--- config.mk ---
export PLATFORM = sky130hd
export DESIGN_NAME = gpio_port
export DESIGN_NICKNAME = d
export VERILOG_FILES = /design/src/rtl/gpio_port_pkg.sv /design/src/rtl/gpio_sync.sv /design/src/rtl/gpio_bank.sv /design/src/rtl/gpio_upper.sv /design/src/rtl/gpio_tail.sv /design/src/rtl/gpio_port.sv
export SDC_FILE = /design/constraint.sdc
export NUM_CORES = 1
export LEC_CHECK = 0
export ABC_CLOCK_PERIOD_IN_PS = 2400
export CAP_MARGIN = 20
export CORE_ASPECT_RATIO = 1.4
export CORE_MARGIN = 4
export CORE_UTILIZATION = 48
export DETAILED_ROUTE_END_ITERATION = 16
export PLACE_DENSITY = 0.87
export SLEW_MARGIN = 20
export SYNTH_ARGS = -nofsm -noshare
export SYNTH_HDL_FRONTEND = slang
export SYNTH_SLANG_ARGS = --single-unit
--- constraint.sdc ---
create_clock -name clk -period 2.4 [get_ports clk]
set_input_delay 0.48 -clock clk [delete_from_list [all_inputs] [get_ports clk]]
set_output_delay 0.48 -clock clk [all_outputs]
set_load 0.05 [all_outputs]
--- src/rtl/gpio_port_pkg.sv ---
`timescale 1ns/1ps
// Package: shared widths, register offsets and the offset decoder of the GPIO port.
// Assumes byte offsets on a 16-bit register bus; odd offsets are never mapped.
package gpio_port_pkg;

    localparam int REG_W     = 16;
    localparam int ADDR_W    = 5;
    localparam int GROUP_CNT = 4;
    localparam int PAD_W     = GROUP_CNT * REG_W;

    localparam logic [ADDR_W-1:0] OFS_DIR_LO = 5'h00;
    localparam logic [ADDR_W-1:0] OFS_DIR_HI = 5'h02;
    localparam logic [ADDR_W-1:0] OFS_DAT_LO = 5'h04;
    localparam logic [ADDR_W-1:0] OFS_DAT_HI = 5'h06;
    localparam logic [ADDR_W-1:0] OFS_UPPER  = 5'h1C;
    localparam logic [ADDR_W-1:0] OFS_TAIL   = 5'h1E;

    // Bit of the tail register that holds the enable of tail pin 0.
    localparam int TAIL_OE_BIT = 8;

    typedef enum logic [2:0] {
        SEL_NONE,
        SEL_DIR_LO,
        SEL_DIR_HI,
        SEL_DAT_LO,
        SEL_DAT_HI,
        SEL_UPPER,
        SEL_TAIL
    } reg_sel_e;

    // Map an offset to a register, honouring which groups exist in this build.
    function automatic reg_sel_e decode_sel(input logic [ADDR_W-1:0] a,
                                            input bit has_upper,
                                            input bit has_tail);
        reg_sel_e s;
        s = SEL_NONE;
        case (a)
            OFS_DIR_LO: s = SEL_DIR_LO;
            OFS_DIR_HI: s = SEL_DIR_HI;
            OFS_DAT_LO: s = SEL_DAT_LO;
            OFS_DAT_HI: s = SEL_DAT_HI;
            OFS_UPPER:  s = has_upper ? SEL_UPPER : SEL_NONE;
            OFS_TAIL:   s = has_tail  ? SEL_TAIL  : SEL_NONE;
            default:    s = SEL_NONE;
        endcase
        return s;
    endfunction

endpackage

--- src/rtl/gpio_sync.sv ---
`timescale 1ns/1ps
// Module: two-flop synchronizer for a vector of asynchronous pin levels.
// Assumes each bit is independent; no bus coherence is given across bits.
module gpio_sync #(
    parameter int WIDTH = 8
) (
    input  logic             clk,
    input  logic             rst_n,
    input  logic [WIDTH-1:0] async_in,
    output logic [WIDTH-1:0] sync_out
);

    logic [WIDTH-1:0] stage1_q;
    logic [WIDTH-1:0] stage2_q;

    // Shift the pin levels through two flops to settle metastability.
    always_ff @(posedge clk) begin
        if (!rst_n) begin
            stage1_q <= '0;
            stage2_q <= '0;
        end else begin
            stage1_q <= async_in;
            stage2_q <= stage1_q;
        end
    end

    assign sync_out = stage2_q;

endmodule

--- src/rtl/gpio_bank.sv ---
`timescale 1ns/1ps
// Module: one 16-pin bank with a direction register and a data register.
// Assumes PINS <= WIDTH; bits at or above PINS store nothing and read 0.
module gpio_bank #(
    parameter int PINS  = 16,
    parameter int WIDTH = 16
) (
    input  logic             clk,
    input  logic             rst_n,
    input  logic             dir_we,
    input  logic             dat_we,
    input  logic [WIDTH-1:0] wdata,
    input  logic [WIDTH-1:0] sync_in,
    output logic [WIDTH-1:0] oe,
    output logic [WIDTH-1:0] dout,
    output logic [WIDTH-1:0] dir_rd,
    output logic [WIDTH-1:0] dat_rd
);

    localparam logic [WIDTH-1:0] VALID = WIDTH'((65'd1 << PINS) - 65'd1);

    logic [WIDTH-1:0] dir_q;
    logic [WIDTH-1:0] dat_q;

    // Hold the per-pin direction, writing only bits of existing pins.
    always_ff @(posedge clk) begin
        if (!rst_n) begin
            dir_q <= '0;
        end else if (dir_we) begin
            dir_q <= wdata & VALID;
        end
    end

    // Latch the per-pin output value whatever the pin direction.
    always_ff @(posedge clk) begin
        if (!rst_n) begin
            dat_q <= '0;
        end else if (dat_we) begin
            dat_q <= wdata & VALID;
        end
    end

    assign oe     = dir_q;
    assign dout   = dat_q;
    assign dir_rd = dir_q;

    // Pick the latched value for outputs and the pin level for inputs.
    always_comb begin
        dat_rd = ((dat_q & dir_q) | (sync_in & ~dir_q)) & VALID;
    end

endmodule

--- src/rtl/gpio_upper.sv ---
`timescale 1ns/1ps
// Module: upper pin group where each register bit is both drive value and enable.
// Assumes PINS <= WIDTH; a set bit drives the pin high, a clear bit releases it.
module gpio_upper #(
    parameter int PINS  = 16,
    parameter int WIDTH = 16
) (
    input  logic             clk,
    input  logic             rst_n,
    input  logic             we,
    input  logic [WIDTH-1:0] wdata,
    input  logic [WIDTH-1:0] sync_in,
    output logic [WIDTH-1:0] drive,
    output logic [WIDTH-1:0] rd
);

    localparam logic [WIDTH-1:0] VALID = WIDTH'((65'd1 << PINS) - 65'd1);

    logic [WIDTH-1:0] drv_q;

    // Store the drive bits of existing pins on a register write.
    always_ff @(posedge clk) begin
        if (!rst_n) begin
            drv_q <= '0;
        end else if (we) begin
            drv_q <= wdata & VALID;
        end
    end

    assign drive = drv_q;

    // A driven pin reads 1; a released pin reads its sampled level.
    always_comb begin
        rd = (drv_q | sync_in) & VALID;
    end

endmodule

--- src/rtl/gpio_tail.sv ---
`timescale 1ns/1ps
// Module: tail pin group whose data and enables share one register.
// Assumes PINS <= OE_BIT and OE_BIT + PINS <= WIDTH; data in low bits, enables from OE_BIT.
module gpio_tail #(
    parameter int PINS   = 2,
    parameter int OE_BIT = 8,
    parameter int WIDTH  = 16
) (
    input  logic             clk,
    input  logic             rst_n,
    input  logic             we,
    input  logic [WIDTH-1:0] wdata,
    input  logic [WIDTH-1:0] sync_in,
    output logic [WIDTH-1:0] oe,
    output logic [WIDTH-1:0] dout,
    output logic [WIDTH-1:0] rd
);

    localparam logic [WIDTH-1:0] VALID = WIDTH'((65'd1 << PINS) - 65'd1);

    logic [WIDTH-1:0] dat_q;
    logic [WIDTH-1:0] en_q;

    // Split a write into data bits and enable bits of existing pins.
    always_ff @(posedge clk) begin
        if (!rst_n) begin
            dat_q <= '0;
            en_q  <= '0;
        end else if (we) begin
            dat_q <= wdata & VALID;
            en_q  <= (wdata >> OE_BIT) & VALID;
        end
    end

    assign oe   = en_q;
    assign dout = dat_q;

    // Rebuild the register image: enables as stored, data or pin level below.
    always_comb begin
        rd = (en_q << OE_BIT) | (((dat_q & en_q) | (sync_in & ~en_q)) & VALID);
    end

endmodule

--- src/rtl/gpio_port.sv ---
`timescale 1ns/1ps
// Module: top of the banked GPIO port; decodes the register bus and maps groups to pins.
// Assumes 32 < PIN_COUNT <= 56 (built as 36, 48 or 50) and reg_addr stable around the edge.
module gpio_port
    import gpio_port_pkg::*;
#(
    parameter int PIN_COUNT = 50
) (
    input  logic                 clk,
    input  logic                 rst_n,
    input  logic [ADDR_W-1:0]    reg_addr,
    input  logic                 reg_wr,
    input  logic [REG_W-1:0]     reg_wdata,
    output logic [REG_W-1:0]     reg_rdata,
    input  logic [PIN_COUNT-1:0] pin_in,
    output logic [PIN_COUNT-1:0] pin_out,
    output logic [PIN_COUNT-1:0] pin_oe
);

    localparam int  LOW_BANKS  = 2;
    localparam int  UPPER_BASE = LOW_BANKS * REG_W;
    localparam int  TAIL_BASE  = UPPER_BASE + REG_W;
    localparam int  UPPER_PINS = (PIN_COUNT >= TAIL_BASE) ? REG_W :
                                 ((PIN_COUNT > UPPER_BASE) ? PIN_COUNT - UPPER_BASE : 0);
    localparam int  TAIL_PINS  = (PIN_COUNT > TAIL_BASE) ? PIN_COUNT - TAIL_BASE : 0;
    localparam bit  HAS_UPPER  = (UPPER_PINS > 0);
    localparam bit  HAS_TAIL   = (TAIL_PINS > 0);

    logic [PIN_COUNT-1:0] sync_q;
    logic [PAD_W-1:0]     in_pad;
    logic [PAD_W-1:0]     oe_pad;
    logic [PAD_W-1:0]     out_pad;
    logic [REG_W-1:0]     dir_rd [LOW_BANKS];
    logic [REG_W-1:0]     dat_rd [LOW_BANKS];
    logic [REG_W-1:0]     upper_rd;
    logic [REG_W-1:0]     tail_rd;
    reg_sel_e             sel;

    gpio_sync #(
        .WIDTH    (PIN_COUNT)
    ) u_sync (
        .clk      (clk),
        .rst_n    (rst_n),
        .async_in (pin_in),
        .sync_out (sync_q)
    );

    assign in_pad = {{(PAD_W - PIN_COUNT){1'b0}}, sync_q};

    // Decode the offset once for both the write enables and the read mux.
    always_comb begin
        sel = decode_sel(reg_addr, HAS_UPPER, HAS_TAIL);
    end

    for (genvar g = 0; g < LOW_BANKS; g++) begin : g_bank
        localparam int BANK_PINS = ((PIN_COUNT - g * REG_W) >= REG_W) ? REG_W
                                                                      : PIN_COUNT - g * REG_W;
        localparam reg_sel_e DIR_SEL = (g == 0) ? SEL_DIR_LO : SEL_DIR_HI;
        localparam reg_sel_e DAT_SEL = (g == 0) ? SEL_DAT_LO : SEL_DAT_HI;

        gpio_bank #(
            .PINS    (BANK_PINS),
            .WIDTH   (REG_W)
        ) u_bank (
            .clk     (clk),
            .rst_n   (rst_n),
            .dir_we  (reg_wr && (sel == DIR_SEL)),
            .dat_we  (reg_wr && (sel == DAT_SEL)),
            .wdata   (reg_wdata),
            .sync_in (in_pad[g*REG_W +: REG_W]),
            .oe      (oe_pad[g*REG_W +: REG_W]),
            .dout    (out_pad[g*REG_W +: REG_W]),
            .dir_rd  (dir_rd[g]),
            .dat_rd  (dat_rd[g])
        );
    end

    if (HAS_UPPER) begin : g_upper
        logic [REG_W-1:0] drive;

        gpio_upper #(
            .PINS    (UPPER_PINS),
            .WIDTH   (REG_W)
        ) u_upper (
            .clk     (clk),
            .rst_n   (rst_n),
            .we      (reg_wr && (sel == SEL_UPPER)),
            .wdata   (reg_wdata),
            .sync_in (in_pad[UPPER_BASE +: REG_W]),
            .drive   (drive),
            .rd      (upper_rd)
        );

        assign oe_pad[UPPER_BASE +: REG_W]  = drive;
        assign out_pad[UPPER_BASE +: REG_W] = drive;
    end else begin : g_no_upper
        assign oe_pad[UPPER_BASE +: REG_W]  = '0;
        assign out_pad[UPPER_BASE +: REG_W] = '0;
        assign upper_rd                     = '0;
    end

    if (HAS_TAIL) begin : g_tail
        gpio_tail #(
            .PINS    (TAIL_PINS),
            .OE_BIT  (TAIL_OE_BIT),
            .WIDTH   (REG_W)
        ) u_tail (
            .clk     (clk),
            .rst_n   (rst_n),
            .we      (reg_wr && (sel == SEL_TAIL)),
            .wdata   (reg_wdata),
            .sync_in (in_pad[TAIL_BASE +: REG_W]),
            .oe      (oe_pad[TAIL_BASE +: REG_W]),
            .dout    (out_pad[TAIL_BASE +: REG_W]),
            .rd      (tail_rd)
        );
    end else begin : g_no_tail
        assign oe_pad[TAIL_BASE +: REG_W]  = '0;
        assign out_pad[TAIL_BASE +: REG_W] = '0;
        assign tail_rd                     = '0;
    end

    assign pin_oe  = oe_pad[PIN_COUNT-1:0];
    assign pin_out = out_pad[PIN_COUNT-1:0];

    // Return the image of the addressed register, or 0 for unmapped offsets.
    always_comb begin
        case (sel)
            SEL_DIR_LO: reg_rdata = dir_rd[0];
            SEL_DIR_HI: reg_rdata = dir_rd[1];
            SEL_DAT_LO: reg_rdata = dat_rd[0];
            SEL_DAT_HI: reg_rdata = dat_rd[1];
            SEL_UPPER:  reg_rdata = upper_rd;
            SEL_TAIL:   reg_rdata = tail_rd;
            default:    reg_rdata = '0;
        endcase
    end

endmodule

==> results.yml <==
outcome:
  outcome: "completed"
worst_setup_path:
  startpoint_type: "input port"
  cp_data_arrival_time_ps: 1880
  ff2ff_setup_slack_ps: 1650
  worstRegToRegCells: 2
  crit_type: "in2out"
  rr_endpoint: "g_bank[0].u_bank.dout[4]$_SDFFE_PN0P_"
  cp-end-kind: "output port"
  worst_r2r_startpoint: "g_bank[0].u_bank.dout[4]$_SDFFE_PN0P_"
  worstPathRequired_ps: 1920
  critPathMaxFanout: 8
layout:
  diodes: 0
  final_net_count: 977
  synthToLayoutAreaGrowth_pct: 44.8
  post_route_cells_drive_above_1_share: 0.138
clocking:
  clk_transition_reported_paths_ps: 60
  cts_tree: "done"
  numCtsBuffers: 17
  clk_path_buf_depth: 2
  clock-root-buffer: "sky130_fd_sc_hd__clkbuf_16"
  htree_num_levels: 4
  clock_insertion_delay_worst_skew_ps: 430
  clkSinkCount: 184
grt:
  vias_in_the_first_global_route: 5790
  largest_net_degree_at_the_start_of_global_routing: 60
  grt_pass1_wl_um: 30500
  grtUsageTotal: 0.243
  number_of_antenna_violations_at_the_first_check_in_global_routing: 0
  global_route.overflow_total: 0
min_path:
  holdPathEnd: "u_sync.sync_out[45]$_SDFF_PN0_"
  hold_path.startpoint: "u_sync.stage1_q[45]$_SDFF_PN0_"
  hold-path-cell-count: 1
  hold_crit_class: "reg2reg"
sta:
  setup_repair_after_global_routing_missed_its_margin: "no"
  tightest_slew_ps: 593
  fin_crit_sh: 0.983
  finalHoldWorstSlack_ps: 427
  finalCriticalPeriod_ps: 2360
  timing.final.max_slew_violations: 0
  slew_headroom: 0.604
  final.setup_skew_ps: 5.72
  finalHoldViolations: 0
  maxClockFrequency_mhz: 424
  setup-violations-final: 0
logic_synthesis:
  synth_enable_flop_cells: 0
  synth-seq-area-share: 0.529
  synthArstFlopShare: 0
  synth_area_leaders: "sky130_fd_sc_hd__dfxtp_1, sky130_fd_sc_hd__mux2i_1, sky130_fd_sc_hd__and2_1"
  postSynthRegisterBits: 184
  synth-warning-count: 0
  syn_inst: 711
  mappedNetlistNets: 785
  synthesis.area_per_instance_um2: 9.80
  synth_top_cell_by_area: "sky130_fd_sc_hd__dfxtp_1"
  synth_top_cell_area_share: 0.529
  syn-cell-area_um2: 6970
  synth-main-ff-cell: "sky130_fd_sc_hd__dfxtp_1"
  synth.lib_cells_used.distinct: 42
job:
  max-cap-violations: 0
routing:
  drtPass1Iterations: 7
  num_vias: 5816
  drt_iter0_drc: 302
  detail_route.vias_per_cell: 5.28
  met2_length_um: 10200
  routed-wl-met3_um: 1290
  remaining_drc_errors: 0
  wire_per_inst_um: 18.0
  top_signal_layer_used: "met4"
  route.antenna.remaining_nets: 0
  postRouteWirelength_um: 19900
  wl_met1_um: 7580
die:
  i_o_pins: 190
  start_util: 0.494
  floorplan.core_area_um2: 14100
  die_span_y_um: 151
  die_w_um: 110
  row_count: 51
  die_area_um2: 16500
place:
  hpwlAfterDp_um: 13900
  placement.io_buffers: 189
  routability_congestion_estimate: 0.837
pwr:
  p_per_area_nw_per_um2: 654
  tot_pwr_mw: 6.59
  irDropWorstVdd_mv: 0.378
  leakage_nw: 4.21
## state kept, by name (all words and copies together), names as in the netlist
name,flops
g_bank.u_bank.dir_rd,32
g_upper.u_upper.drive,16
u_sync.sync_out,50
u_sync.stage1_q,50
g_tail.u_tail.dout,2
g_tail.u_tail.oe,2
g_bank.u_bank.dout,32
## through the flow
stage / TNS, ps / setup slack (ps) / utilization / std cells / cell area, um^2
5_1_grt: 0 / 0.160 / 0.715 / 1101 / 10100
2_1_floorplan: -420 / -99.2 / - / 711 / 7020
3_3_place_gp: -6450 / -391 / 0.665 / 1066 / 9370
6_report: 0 / 41.4 / 0.715 / 1101 / 10100
3_5_place_dp: -6910 / -407 / 0.665 / 1066 / 9370
4_1_cts: -3.54 / -3.54 / 0.715 / 1101 / 10100
## worst max-delay path by stage
stage	from	end	slack (ps)	cells after the start
3_5_place_dp	reg_addr[3]	reg_rdata[3]	-410	8
5_1_grt	reg_addr[1]	reg_rdata[6]	0.2	8
3_3_place_gp	reg_addr[3]	reg_rdata[3]	-390	8
2_1_floorplan	reg_addr[2]	reg_rdata[13]	-100	4
4_1_cts	reg_addr[0]	reg_rdata[4]	-4	8
6_report	reg_addr[0]	reg_rdata[6]	40	8
## area by class of cell
type	count	area [um^2]
fillers	992	4020
flip-flops and latches	184	3680
multi-input cells	449	2990
repair buffers	235	2500
clock buffers	20	457
well taps	185	231
clock inverters	12	163
inverters	16	60.1
## cell usage after synthesis, types with 11 or more instances
master and number:
sky130_fd_sc_hd__nand3b_1 11, sky130_fd_sc_hd__o21ai_0 25, sky130_fd_sc_hd__mux2i_1 78, sky130_fd_sc_hd__nand3_1 20, sky130_fd_sc_hd__and2_1 100, sky130_fd_sc_hd__nor2_1 12
sky130_fd_sc_hd__a31oi_1 11, sky130_fd_sc_hd__inv_1 16, sky130_fd_sc_hd__buf_4 17, sky130_fd_sc_hd__clkbuf_1 35, sky130_fd_sc_hd__nor2b_1 20, sky130_fd_sc_hd__dfxtp_1 184
sky130_fd_sc_hd__nand2_1 94
## critical path, cell delays in order
cell,delay [ps]
sky130_fd_sc_hd__buf_6,100
sky130_fd_sc_hd__or3b_4,430
sky130_fd_sc_hd__nor3_4,160
sky130_fd_sc_hd__buf_4,160
sky130_fd_sc_hd__buf_16,130
sky130_fd_sc_hd__nand3b_1,80
sky130_fd_sc_hd__nand4_1,170
sky130_fd_sc_hd__buf_12,160
## cell families after synthesis
group	synth area share
and+or+nand+nor	0.232
DFF	0.529
muxes	0.114
buffers and inverters	0.0546
AOI/OAI and AO/OA	0.0708
## cells in the final DEF, fill, tap and decap left out, drive strengths merged, types with 10 or more instances in the layout
| cell type | n |
|---|---|
| a21oi | 10 |
| a31oi | 11 |
| a32oi | 10 |
| and2 | 100 |
| buf | 67 |
| clkbuf | 20 |
| clkdlybuf4s50 | 167 |
| dfxtp | 184 |
| inv | 21 |
| mux2i | 78 |
| nand2 | 96 |
| nand3 | 21 |
| nand3b | 11 |
| nor2 | 13 |
| nor2b | 20 |
| o21ai | 26 |
## where the power goes
part           total (mW)  switching (mW)  internal, mW  leakage (nW)
Combinational       0.508           0.255         0.252          2.41
Sequential           3.17          0.0295          3.14          1.50
Clock                2.91            1.20          1.71         0.298
## repair_timing
item                       in CTS  in global routing
buffers inserted                2                  0
gates cloned                    1                  0
gates resized for setup        34                  2
pin swaps                      12                  2
hold buffers                    0                  0
setup endpoints to repair      16                  7
## routing by layer
layer / vias to the layer above / track usage
li1: 2755 / -
met3: 53 / 0.0575
met4: 0 / 0.118
met5: - / 0
met1: 2753 / 0.275
met2: 255 / 0.421
No activity file was read; power rests on OpenSTA's default activity.
